--- src/rtl/ptt_pkg.sv ---
package ptt_pkg;
  localparam int unsigned ADDR_W = 3;

  typedef enum logic [1:0] {
    OP_NONE = 2'b00,
    OP_LOAD = 2'b01,
    OP_RUN  = 2'b10,
    OP_STOP = 2'b11
  } op_e;

  localparam logic [ADDR_W-1:0] A_DIV   = 3'd0;
  localparam logic [ADDR_W-1:0] A_CTRL  = 3'd1;
  localparam logic [ADDR_W-1:0] A_COUNT = 3'd2;
  localparam logic [ADDR_W-1:0] A_MASK  = 3'd3;
  localparam logic [ADDR_W-1:0] A_MSTAT = 3'd4;
  localparam logic [ADDR_W-1:0] A_ACK   = 3'd5;
  localparam logic [ADDR_W-1:0] A_RAW   = 3'd6;
endpackage

--- src/rtl/ptt_regif.sv ---
module ptt_regif
  import ptt_pkg::*;
#(
  parameter int unsigned DATA_W = 32,
  parameter int unsigned CNT_W  = 32
) (
  input  logic              clk,
  input  logic              rst,
  input  logic              bus_wr,
  input  logic [ADDR_W-1:0] bus_addr,
  input  logic [DATA_W-1:0] bus_wdata,
  input  logic [CNT_W-1:0]  count,
  input  logic              raw,
  input  logic              mask,
  output logic [DATA_W-1:0] rdata,
  output logic [CNT_W-1:0]  div,
  output logic              load_p,
  output logic              run_p,
  output logic              stop_p,
  output logic              mask_wr,
  output logic              mask_bit,
  output logic              ack_p
);
  logic [CNT_W-1:0]  div_q;
  logic [DATA_W-1:0] rdata_q;
  logic [DATA_W-1:0] rd_n;
  logic              ctrl_wr;
  op_e               op;

  assign ctrl_wr  = bus_wr && (bus_addr == A_CTRL);
  assign op       = op_e'(bus_wdata[1:0]);
  assign load_p   = ctrl_wr && (op == OP_LOAD);
  assign run_p    = ctrl_wr && (op == OP_RUN);
  assign stop_p   = ctrl_wr && (op == OP_STOP);
  assign mask_wr  = bus_wr && (bus_addr == A_MASK);
  assign mask_bit = bus_wdata[0];
  assign ack_p    = bus_wr && (bus_addr == A_ACK) && bus_wdata[0];

  always_ff @(posedge clk) begin
    if (rst) begin
      div_q <= '0;
    end else if (bus_wr && (bus_addr == A_DIV)) begin
      div_q <= bus_wdata[CNT_W-1:0];
    end
  end

  always_comb begin
    rd_n = '0;
    case (bus_addr)
      A_DIV:   rd_n[CNT_W-1:0] = div_q;
      A_COUNT: rd_n[CNT_W-1:0] = count;
      A_MASK:  rd_n[0] = mask;
      A_MSTAT: rd_n[0] = raw & mask;
      A_RAW:   rd_n[0] = raw;
      default: rd_n = '0;
    endcase
  end

  always_ff @(posedge clk) begin
    if (rst) rdata_q <= '0;
    else     rdata_q <= rd_n;
  end

  assign div   = div_q;
  assign rdata = rdata_q;
endmodule

--- src/rtl/ptt_counter.sv ---
module ptt_counter #(
  parameter int unsigned CNT_W = 32
) (
  input  logic             clk,
  input  logic             rst,
  input  logic             tick_en,
  input  logic             load_p,
  input  logic             run_p,
  input  logic             stop_p,
  input  logic [CNT_W-1:0] div,
  output logic [CNT_W-1:0] count,
  output logic             running,
  output logic             wrap
);
  logic [CNT_W-1:0] count_q;
  logic             run_q;
  logic             step;

  // a command cycle takes precedence over ticking
  assign step = run_q && tick_en && !(load_p || run_p || stop_p);
  assign wrap = step && (count_q <= CNT_W'(1));

  always_ff @(posedge clk) begin
    if (rst) begin
      count_q <= '0;
      run_q   <= 1'b0;
    end else begin
      if (load_p)      count_q <= div;
      else if (wrap)   count_q <= div;
      else if (step)   count_q <= count_q - CNT_W'(1);

      if (stop_p)      run_q <= 1'b0;
      else if (run_p)  run_q <= 1'b1;
    end
  end

  assign count   = count_q;
  assign running = run_q;
endmodule

--- src/rtl/ptt_irq.sv ---
module ptt_irq (
  input  logic clk,
  input  logic rst,
  input  logic wrap,
  input  logic ack_p,
  input  logic mask_wr,
  input  logic mask_bit,
  output logic raw,
  output logic mask,
  output logic irq
);
  logic raw_q, mask_q, irq_q;
  logic raw_n, mask_n;

  // event wins over acknowledge
  assign raw_n  = wrap | (raw_q & ~ack_p);
  assign mask_n = mask_wr ? mask_bit : mask_q;

  always_ff @(posedge clk) begin
    if (rst) begin
      raw_q  <= 1'b0;
      mask_q <= 1'b0;
      irq_q  <= 1'b0;
    end else begin
      raw_q  <= raw_n;
      mask_q <= mask_n;
      irq_q  <= raw_n & mask_n;
    end
  end

  assign raw  = raw_q;
  assign mask = mask_q;
  assign irq  = irq_q;
endmodule

--- src/rtl/periodic_tick_timer.sv ---
module periodic_tick_timer
  import ptt_pkg::*;
#(
  parameter int unsigned DATA_W = 32,
  parameter int unsigned CNT_W  = 32
) (
  input  logic              clk,
  input  logic              rst,
  input  logic              tick_en,
  input  logic              bus_wr,
  input  logic [2:0]        bus_addr,
  input  logic [DATA_W-1:0] bus_wdata,
  output logic [DATA_W-1:0] bus_rdata,
  output logic              irq_o
);
  logic [CNT_W-1:0] div_q;
  logic [CNT_W-1:0] count_q;
  logic             running_q;
  logic             wrap;
  logic             load_p, run_p, stop_p;
  logic             mask_wr, mask_bit, ack_p;
  logic             raw_q, mask_q;

  ptt_regif #(.DATA_W(DATA_W), .CNT_W(CNT_W)) u_regif (
    .clk(clk), .rst(rst),
    .bus_wr(bus_wr), .bus_addr(bus_addr), .bus_wdata(bus_wdata),
    .count(count_q), .raw(raw_q), .mask(mask_q),
    .rdata(bus_rdata), .div(div_q),
    .load_p(load_p), .run_p(run_p), .stop_p(stop_p),
    .mask_wr(mask_wr), .mask_bit(mask_bit), .ack_p(ack_p)
  );

  ptt_counter #(.CNT_W(CNT_W)) u_cnt (
    .clk(clk), .rst(rst), .tick_en(tick_en),
    .load_p(load_p), .run_p(run_p), .stop_p(stop_p),
    .div(div_q), .count(count_q), .running(running_q), .wrap(wrap)
  );

  ptt_irq u_irq (
    .clk(clk), .rst(rst), .wrap(wrap), .ack_p(ack_p),
    .mask_wr(mask_wr), .mask_bit(mask_bit),
    .raw(raw_q), .mask(mask_q), .irq(irq_o)
  );
endmodule

--- config.mk ---
export PLATFORM = sky130hd
export DESIGN_NAME = periodic_tick_timer
export DESIGN_NICKNAME = d
export VERILOG_FILES = /design/src/rtl/ptt_pkg.sv /design/src/rtl/ptt_regif.sv /design/src/rtl/ptt_counter.sv /design/src/rtl/ptt_irq.sv /design/src/rtl/periodic_tick_timer.sv
export SDC_FILE = /design/constraint.sdc
export NUM_CORES = 1
export LEC_CHECK = 0
export ABC_AREA = 1
export BUFFER_PORTS_ARGS = -buffer_cell sky130_fd_sc_hd__buf_2
export CORE_MARGIN = 2
export CORE_UTILIZATION = 50
export DETAILED_ROUTE_END_ITERATION = 10
export GPL_TIMING_DRIVEN = 0
export PLACE_DENSITY_LB_ADDON = 0.2
export SLEW_MARGIN = 30
export SYNTH_ARGS = -nofsm -noshare
export SYNTH_HDL_FRONTEND = slang
export SYNTH_SLANG_ARGS = --single-unit
--- constraint.sdc ---
create_clock -name clk -period 1.9 [get_ports clk]
set_input_delay 0.095 -clock clk [delete_from_list [all_inputs] [get_ports clk]]
set_output_delay 0.095 -clock clk [all_outputs]
set_load 0.02 [all_outputs]
# ---- Word-level counts from Yosys, hierarchy flattened
# Cells that the tools add are included.
dict set report classes {
  addsub 1
  n_lt_le_gt_ge 1
  n_eq_ne 9
  mux 6
  bitwise 5
  reduce_logical 17
}
# op n
set op_table {}
lappend op_table {{$mux W32} 3}
lappend op_table {{$pmux W31 S2} 1}
lappend op_table {{$le A32 B1 Y1 const B} 1}
lappend op_table {{$sub A32 B1 Y32 const B} 1}
lappend op_table {{$logic_and A1 B1 Y1} 11}
lappend op_table {{$eq A3 B3 Y1 const B} 3}
lappend op_table {{$eq A3 B2 Y1 const B} 2}
lappend op_table {{$pmux W1 S5} 1}
lappend op_table {{$eq A2 B2 Y1 const B} 2}
lappend op_table {{$and A1 B1 Y1} 3}
lappend op_table {{$eq A3 B1 Y1 const B} 1}
lappend op_table {{$logic_not A3 Y1} 1}
lappend op_table {{$reduce_bool A3 Y1} 1}
lappend op_table {{$eq A2 B1 Y1 const B} 1}
lappend op_table {{$logic_or A1 B1 Y1} 2}
lappend op_table {{$reduce_or A2 Y1} 1}
lappend op_table {{$logic_not A1 Y1} 1}
lappend op_table {{$mux W1} 1}
lappend op_table {{$not A1 Y1} 1}
lappend op_table {{$or A1 B1 Y1} 1}
dict set report totals {
  ff_bits 100
  in_bits 39
  elab_cells 46
}

# ---- Logic depth before layout (Yosys ltp)
# Gate-level depths: netlist (run 1).
dict set report depth {
  depth_word 10
  ltp_mapped 14
  depth_no_buf 13
}

# ---- Cells and area by module
# Synthesis (run 1) repeated with hierarchy kept, for this count alone.
dict set report unflattened {
  hier_cells 797
  area_unflattened_um2 5226.3
}
# mod n_inst cells_per_inst area_per_inst_um2 seq_area_each_um2
set by_module_without_submodules {}
lappend by_module_without_submodules {ptt_counter 1 415 2606.2 660.6}
lappend by_module_without_submodules {ptt_regif 1 367 2498.6 1281.2}
lappend by_module_without_submodules {ptt_irq 1 15 121.4 60.1}

# ---- Worst setup path before layout (run 1)
# No wires, ideal clock.
dict set report synth_path {
  path_type {reg-to-reg}
  start {register u_cnt.count_q[0] (netlist: u_cnt.count[0])}
  end {register u_cnt.count_q[15] (netlist: u_cnt.count[15])}
  t_arrival_ps 1610
  required_time_ps 1768
  setup_slack_ps 158
  path_stages_with_launch 14
  n_path_buf 2
  path_cell_list {dfxtp_1 inv_1 ha_1 nand2_4 nor2_8 nand2_4 nand2_4 nand2_4 nand2_4 buf_6 buf_8 nand2_1 nand3_1 a21oi_1}
}
dict set report synth_via {
  elab_chain_len 4
  elab_cells_between_ends 7
  cone_classes {1 x add/sub; 1 x order compare; 3 x mux; 2 x reduce/logical}
}
# element line
set synth_rtl {}
lappend synth_rtl {{from (decl)} ptt_counter.sv:15} ;# logic [CNT_W-1:0] count_q;
lappend synth_rtl {{from (signal assigned)} ptt_counter.sv:28} ;# if (load_p) count_q <= div;
lappend synth_rtl {{from (signal assigned)} ptt_counter.sv:29} ;# else if (wrap) count_q <= div;
lappend synth_rtl {{from (signal assigned)} ptt_counter.sv:30} ;# else if (step) count_q <= count_q - CNT_W'(1);
lappend synth_rtl {{$sub A32 B1 Y32 or $le A32 B1 Y1 (tied branches)} {ptt_counter.sv:30, ptt_counter.sv:21}}
lappend synth_rtl {{$mux W32 or $logic_and A1 B1 Y1 (tied branches)} {ptt_counter.sv:30, ptt_counter.sv:21}}
lappend synth_rtl {{$mux W32} ptt_counter.sv:29}
lappend synth_rtl {{$mux W32} ptt_counter.sv:28}
# Parallel ways exist; a longest one is shown, timed or not. The select of a mux whose other input is x is not followed.
# A chain may end at the register's enable or synchronous reset.

# ---- Worst setup path after layout (run 1)
dict set report layout_path {
  start {register u_cnt.count_q[5] (netlist: u_cnt.count[5])}
  end {register u_cnt.count_q[27] (netlist: u_cnt.count[27])}
}
# Same word-level chain as after synthesis.

==> impl_metrics.toml, run 1 <==
[run_status]
run_status = "complete, no violations"

[cells_and_area]
antenna_cells = 0
final_util_pct = 61.5
final_cells = 973
drive_gt1_share_pct = 19.4
fin_nets = 876
syn2layout_area_growth_pct = 20.2

[route]
via_count = 5162
routedWlPerCell_um = 16.1
viasPerCell = 5.31
drt_iter0_markers = 327
wl_met3_um = 979
firstDrtPassIters = 6
wl_met1_um = 7120
drtAntennaViolNets = 0
routed_wl_um = 15600
route.met2.wl_um = 7270
topRoutingLayerUsed = "met4"
drt_drc_violations_left = 0

[logic_synthesis]
synth_area_leaders = "dfxtp_1 (40%), nand2_1 (15%), a21oi_1 (10%)"
yosysSeqAreaShare_pct = 40.2
synth-edff-count = 0
synth.distinct_cells = 33
synth_top_area_share_pct = 40.2
synth.largest_area_cell = "dfxtp_1"
syn_area_per_cell_um2 = 6.75
yosys_most_used_dff = "dfxtp_1"
synthCells = 737
postSynth.asyncResetShare_pct = 0
synth_top_cells_by_count = "nand2_1 (201), a21oi_1 (100), dfxtp_1 (100)"
syn-num-nets = 778
syn_area_um2 = 4980
ys_ff_latch = 100
synth.most_common_cell = "nand2_1"
yosys_warnings = 0

[global_routing]
grt_pass1_vias = 4795
grt_max_degree = 16
antenna_found_initial = 0
overflow = 0
grt_pass1_wl_um = 24800
grt_usage_pct = 29.3

[setup_path]
slowest_stage = "dfxtp_1"
crit_fanout = 7
path_class = "flip-flop to flip-flop"
path_cells = "nor2_1, nand2_1, nor2_4, nand3_1, o21ai_0, nand3_1, nand2_1, a21oi_1"
startpoint_type = "flip-flop"
cp-end-kind = "flip-flop"
max_stage_delay_ns = 0.35
crit_arrival_ns = 2.08
required_ns = 2.14

[clock_tree]
path_clk_slew_ns = 0.09
cts_tree = "built"
cts_inserted_buffers = 9
clock_latency_ns = 0.38
htreeDepth = 3
cts_root_buffer = "clkbuf_8"
clock_sinks = 100
clock_path_buffers = 2

[sta]
post-route-min-period_ns = 1.84
post-route-period-util_pct = 96.7
fmax_mhz = 544
finalSetupTns_ns = 0
finalMaxSlewViolations = 0
hold_viol = 0
fin_skew_ns = 0.0129
final-setup-viol-count = 0
rsz0062_at_grt = "yes"
worstMarginPinSlew_ns = 0.668
whs_ns = 0.000572
maxSlewHeadroom_pct = 55.5
setup_ws_ns = 0.0633

[power]
power_leakage_uw = 0.00261
ir_drop_mv = 0.431
p_per_area_nw_per_um2 = 760

[die]
dieWidth_um = 104
rows = 36
coreArea_um2 = 9730
io_pins = 72
chipHeight_um = 104
die_area_um2 = 10800
initial_core_util_pct = 51.2

[placement]
gp_congestion = 0.946
io_buffers = 70
pre_cts_ws_ns = -0.271
dp_hpwl_um = 11500
place_inst = 940

[worst_hold_path]
hp-class = "input port to flip-flop"

[job]
maxCapViolCount = 0
## cells in the final DEF, fill, tap and decap left out, types with 2 or more instances in the layout
master,n
nand2_1,198
a21oi_1,100
dfxtp_1,86
buf_2,75
inv_1,66
nor2_1,57
o21ai_0,48
nand3_1,41
clkbuf_1,27
nor2_2,13
dfxtp_2,13
nand4_1,12
dlygate4sd3_1,11
clkbuf_8,10
nor2_4,9
nand2_2,8
xor2_1,8
nand3b_1,7
buf_4,6
nand2_4,5
nor3_1,5
inv_2,4
xnor2_1,3
o21ai_2,3
a21oi_2,3
buf_12,2
a31oi_1,2
bufinv_16,2
## what timing repair did
action | 4_1_cts | 5_1_grt
pin swaps | 3 | 3
endpoints found under the hold margin | 11 | 0
endpoints found under the setup margin | 31 | 28
gates resized for setup | 19 | 25
setup buffers | 4 | 2
hold buffers | 11 | 0
## layer usage
metal	track usage, %	vias to the layer above
met2	48.0	186
met3	4.85	18
met5	0	-
met4	7.24	0
li1	-	2577
met1	40.5	2381
## cells by family (layout without fill, tap and decap cells)
logic type	Yosys count	after routing	share of synthesized area (%)
fa+ha+maj	2	2	0.503
flops	100	100	40.2
buf+inv	106	209	8.85
compound gates	160	160	16.8
xor+xnor	11	11	1.94
simple gates	358	358	31.7
## flip-flops by register name, indices dropped and copies added, names as in the netlist
register / cells
u_regif.div: 32
u_irq.mask: 1
u_irq.raw: 1
u_cnt.count: 32
u_irq.irq: 1
u_cnt.running: 1
u_regif.rdata: 32
## metrics by stage
step | total power (µW) | area, µm²
6_report | 4540 | 5980
4_1_cts | 4530 | 5900
5_1_grt | 4730 | 5980
3_5_place_dp | 3000 | 5490
2_1_floorplan | 2760 | 4980
3_3_place_gp | 2990 | 5490
## final cells by class
type	instances	area, µm²
Fill cell	1003	3750
Multi-Input combinational cell	531	2610
Sequential cell	100	2020
Timing Repair Buffer	87	505
Inverter	71	269
Buffer	35	190
Tap cell	133	166
Clock buffer	12	145
Clock inverter	4	72.6
## where the power goes
| group | switching (µW) | internal (µW) | total [µW] |
|---|---|---|---|
| clock | 749 | 778 | 1530 |
| combinational | 535 | 308 | 843 |
| sequential | 37.9 | 2140 | 2170 |
## worst max-delay path: cells and delay by family (launching register included)
| kind | cells | cell delay [ns] |
|---|---|---|
| flip-flops | 1 | 0.35 |
| AO/OA/AOI/OAI | 2 | 0.26 |
| AND/OR/NAND/NOR | 6 | 1.08 |
## path summary, 6_finish.rpt
| check | cells past startpoint | startpoint | slack, ns | endpoint |
|---|---|---|---|---|
| worst max-delay path | 8 | u_cnt.count[5] | 0.06 | u_cnt.count[27] |
| worst min-delay path | 3 | bus_wdata[9] | 0.0006 | u_regif.div[9] |
| worst max register to register | 8 | u_cnt.count[5] | 0.06 | u_cnt.count[27] |
| worst min register to register | 2 | u_regif.div[13] | 0.47 | u_regif.rdata[13] |
Note: power is estimated with default switching activity, not from simulation.
==> inputs of run 2 (changes only) <==
- PLACE_DENSITY: unset -> 0.7
- PLACE_DENSITY_LB_ADDON: 0.2 -> unset
- clock period: 1.9 -> 1.95 ns (I/O delays scaled with it)
==> impl_metrics.toml, run 2 (same netlist as run 1, synthesis figures left out) <==
[sta]
fmax_mhz = 537
worstMarginPinSlew_ns = 0.697
hold_viol = 0
rsz0062_at_grt = "no"
post-route-period-util_pct = 95.6
maxSlewHeadroom_pct = 53.5
finalMaxSlewViolations = 0
final-setup-viol-count = 0
fin_skew_ns = 0.0118
post-route-min-period_ns = 1.86

[worst_hold_path]
whs_path_depth = 3
hp-class = "input port to flip-flop"

[route]
routed_wl_um = 15600
drtAntennaViolNets = 0
viasPerCell = 5.31
via_count = 5089
routedWlPerCell_um = 16.2
drt_iter0_markers = 329
firstDrtPassIters = 5
drt_drc_violations_left = 0

[setup_path]
crit_fanout = 10
path_cells = "nor2_2, nand2_2, nor2_4, nand2_1, nor2_4, nand2_4, nand2_4, buf_12, buf_12, nand2_1, nand3_1, a21oi_1"
required_ns = 2.18
crit_arrival_ns = 2.09
max_stage_delay_ns = 0.39
slowest_stage = "dfxtp_4"
startpoint_type = "flip-flop"
r2r_slack_ns = 0.09
cp.depth = 12
cp-end-kind = "flip-flop"
path_class = "flip-flop to flip-flop"
r2r_cells = 12
cpLargestDelayFamily = "simple AND/OR/NAND/NOR gates"
cp.buffers_inverters = 2

[global_routing]
grt_pass1_wl_um = 25100
grt_pass1_vias = 4966
overflow = 0
grt_usage_pct = 29.5
antenna_found_initial = 0
grt_max_degree = 16

[clock_tree]
cts_root_buffer = "clkbuf_8"
clock_path_buffers = 2
clock_latency_ns = 0.36
path_clk_slew_ns = 0.10
cts_tree = "built"
htreeDepth = 3
cts_inserted_buffers = 9
clock_sinks = 100

[placement]
dp_hpwl_um = 11700
place_inst = 940
gp_congestion = 0.956
io_buffers = 70
placed_area_um2 = 5490

[die]
chipHeight_um = 104
initial_core_util_pct = 51.2
rows = 36
die_area_um2 = 10800
dieWidth_um = 104
io_pins = 72
coreArea_um2 = 9730

[run_status]
run_status = "complete, no violations"

[power]
p_per_area_nw_per_um2 = 716
power_leakage_uw = 0.00253
ir_drop_mv = 0.597

[cells_and_area]
final_area_um2 = 5800
final_common_cell = "nand2_1"
syn2layout_area_growth_pct = 16.5
fin_nets = 863
drive_gt1_share_pct = 18.4
final_cells = 959
final_cell_mix = "nand2_1 (199), a21oi_1 (100), dfxtp_1 (91)"
antenna_cells = 0

[job]
maxCapViolCount = 0
-- run 2: path summary, 6_finish.rpt --
kind / start / to
worst max-delay path: u_cnt.count[16] / u_cnt.count[13]
worst min-delay path: bus_wdata[11] / u_regif.div[11]
worst max register to register: u_cnt.count[16] / u_cnt.count[13]
worst min register to register: u_regif.div[21] / u_regif.rdata[21]
-- run 2: area by class of cell --
type                    count  area [µm²]
fillers                   976        3930
multi-input cells         531        2590
flip-flops and latches    100        2020
repair buffers             74         383
inverters                  71         269
plain buffers              35         191
well taps                 133         166
clock buffers              11         151
clock inverters             4        25.0
-- run 2: where the power goes --
part	total (µW)	internal, µW	switching (µW)	leakage [µW]
Clock	1230	523	706	0.0000872
Combinational	800	279	522	0.00163
Sequential	2120	2080	36.8	0.000813
Total	4150	2880	1260	0.00253
-- run 2: what timing repair did --
item | 4_1_cts | 5_1_grt
setup buffers | 3 | 0
endpoints found under the setup margin | 31 | 26
resized for setup | 14 | 19
hold buffers | 1 | 0
hold endpoints to repair | 1 | 0
pin swaps | 4 | 1
-- run 2: stage by stage --
step	hold WS (ns)	setup WS, ns	setup TNS [ns]	power, µW	utilization, %
after floorplan	0.232	0.208	0	2690	-
after global placement	0.330	-0.241	-4.59	2920	56.5
after detailed placement	0.369	-0.256	-4.89	2920	56.5
after CTS	0.00436	0.0604	0	4140	59.0
after global routing	0.0241	0.00998	0	4350	59.6
final	0.0103	0.0863	0	4150	59.6
-- run 2: per-layer routing --
| layer | up-vias | routed length, µm | track usage, % |
|---|---|---|---|
| met5 | - | 0 | 0 |
| met4 | 0 | 295 | 9.56 |
| met3 | 19 | 1150 | 6.61 |
| met2 | 202 | 7210 | 47.8 |
| met1 | 2317 | 6910 | 39.2 |
| li1 | 2551 | - | - |
-- run 2: worst reg2reg max path, delay by kind of cell, from the launching register on --
| family | cells | cell delay (ns) |
|---|---|---|
| AOI/OAI and AO/OA | 1 | 0.07 |
| buffers and inverters | 2 | 0.31 |
| DFF | 1 | 0.39 |
| and+or+nand+nor | 9 | 0.97 |
==> inputs of run 3 (changes only) <==
- REMOVE_ABC_BUFFERS: unset -> 1
==> impl_metrics.toml, run 3 (same netlist as run 1, synthesis figures left out) <==
[power]
p_per_area_nw_per_um2 = 746
power_leakage_uw = 0.00256
ir_drop_mv = 0.365
p_total_uw = 4380

[clock_tree]
path_clk_slew_ns = 0.10
htreeDepth = 3
cts_root_buffer = "clkbuf_8"
clock_sinks = 100
cts_inserted_buffers = 9
cts_tree = "built"
clock_path_buffers = 2
clock_latency_ns = 0.37

[setup_path]
cp.depth = 12
cp.buffers_inverters = 2
path_class = "flip-flop to flip-flop"
crit_arrival_ns = 2.08
path_common_cell = "nand2_4"
r2r_cells = 12
slowest_stage = "dfxtp_2"
startpoint_type = "flip-flop"
cp-end-kind = "flip-flop"
required_ns = 2.18
worstReg2RegEnd = "u_cnt.count[20]"
max_stage_delay_ns = 0.39
timing.rr.start = "u_cnt.count[0]"
crit_fanout = 18
r2r_slack_ns = 0.09
path_cells = "inv_1, ha_2, nand2_4, nor2_8, nand2_4, nand2_4, nand2_8, nand2_8, inv_12, nand3_1, nand2_1, a21oi_1"
cpLargestDelayFamily = "simple AND/OR/NAND/NOR gates"

[cells_and_area]
final_cell_mix = "nand2_1 (200), a21oi_1 (100), dfxtp_1 (96)"
drive_gt1_share_pct = 18.2
final_common_cell = "nand2_1"
antenna_cells = 0
fin_nets = 844
syn2layout_area_growth_pct = 17.8
final_area_um2 = 5870

[route]
routedWlPerCell_um = 15.0
viasPerCell = 5.28
routed_wl_um = 14100
drt_iter0_markers = 203
drtAntennaViolNets = 0
via_count = 4964
drt_drc_violations_left = 0
firstDrtPassIters = 7

[die]
initial_core_util_pct = 51.2
chipHeight_um = 104
dieWidth_um = 104
io_pins = 72
coreArea_um2 = 9730
rows = 36
die_area_um2 = 10800

[global_routing]
overflow = 0
grt_pass1_vias = 4602
grt_pass1_wl_um = 22900
grt_usage_pct = 26.3
antenna_found_initial = 0
grt_max_degree = 64

[sta]
hold_viol = 0
worstMarginPinSlew_ns = 0.697
fmax_mhz = 539
post-route-period-util_pct = 95.2
final-setup-viol-count = 0
finalSetupTns_ns = 0
maxSlewHeadroom_pct = 53.5
fin_skew_ns = 0.0134
finalMaxSlewViolations = 0
whs_ns = 0.00667
post-route-min-period_ns = 1.86

[placement]
dp_hpwl_um = 9220
placed_area_um2 = 5380
io_buffers = 71
gp_congestion = 0.911

[job]
maxCapViolCount = 0

[worst_hold_path]
hp-start = "bus_wdata[22]"
holdPathEnd = "u_regif.div[22]"
hp-class = "input port to flip-flop"
whs_path_depth = 3

[run_status]
run_status = "complete, no violations"
-- run 3: changes by cell type in the layout (fill, tap and decap cells not counted), sizes merged --
cell,delta
clkbuf,-27
dlygate4sd3,+6
nand2,+4
buf,-2
bufinv,+2
clkinv,-1
clkinvlp,-1
-- run 3: area by class of cell --
class	count	area, µm²
sequential	100	2010
multi-input combinational	535	2670
clock inverter	4	72.6
inverter	71	279
timing repair buffer	86	515
fill	949	3860
clock buffer	11	151
tap	133	166
-- run 3: worst max-delay path by stage --
stage | endpoint | start
finish | u_cnt.count[20] | u_cnt.count[0]
global route | u_cnt.count[9] | u_cnt.count[26]
CTS | u_cnt.count[28] | u_cnt.count[16]
detailed placement | u_cnt.count[27] | bus_addr[0]
global placement | u_regif.rdata[16] | bus_addr[1]
floorplan | u_cnt.count[16] | u_cnt.count[0]
-- run 3: timing repair --
item	4_1_cts	5_1_grt
pin swaps	4	5
hold buffers	7	0
setup buffers	1	5
setup endpoints to repair	31	31
hold endpoints to repair	7	0
gates cloned	3	1
gates resized for setup	10	14
-- run 3: routing by layer --
metal / track usage (%) / routed length [µm] / vias to the layer above / part of all wire [%]
li1: - / - / 2511 / -
met1: 36.8 / 6590 / 2316 / 47
met2: 43.1 / 6670 / 121 / 47
met3: 2.77 / 566 / 16 / 4.0
met4: 7.43 / 225 / 0 / 1.6
met5: 0 / 0 / - / 0
-- run 3: metrics by stage --
| step | cells | utilization, % | setup slack [ns] |
|---|---|---|---|
| global route | 940 | 60.3 | -0.00375 |
| floorplan | 702 | - | 0.0980 |
| finish | 940 | 60.3 | 0.0944 |
| global placement | 906 | 54.8 | -0.721 |
| detailed placement | 908 | 55.3 | -0.607 |
| CTS | 934 | 59.3 | 0.00762 |
-- run 3: power breakdown --
group | total, µW | switching (µW) | internal (µW)
Sequential | 2120 | 36.2 | 2080
Clock | 1490 | 705 | 784
Combinational | 771 | 492 | 280
-- run 3: worst register-to-register path, delay by kind of cell (launching register included) --
kind | cells | cell delay (ns)
AO/OA/AOI/OAI | 1 | 0.06
adder cells (fa/ha/maj) | 1 | 0.21
buffers and inverters | 2 | 0.22
flip-flops | 1 | 0.39
AND/OR/NAND/NOR | 8 | 0.84
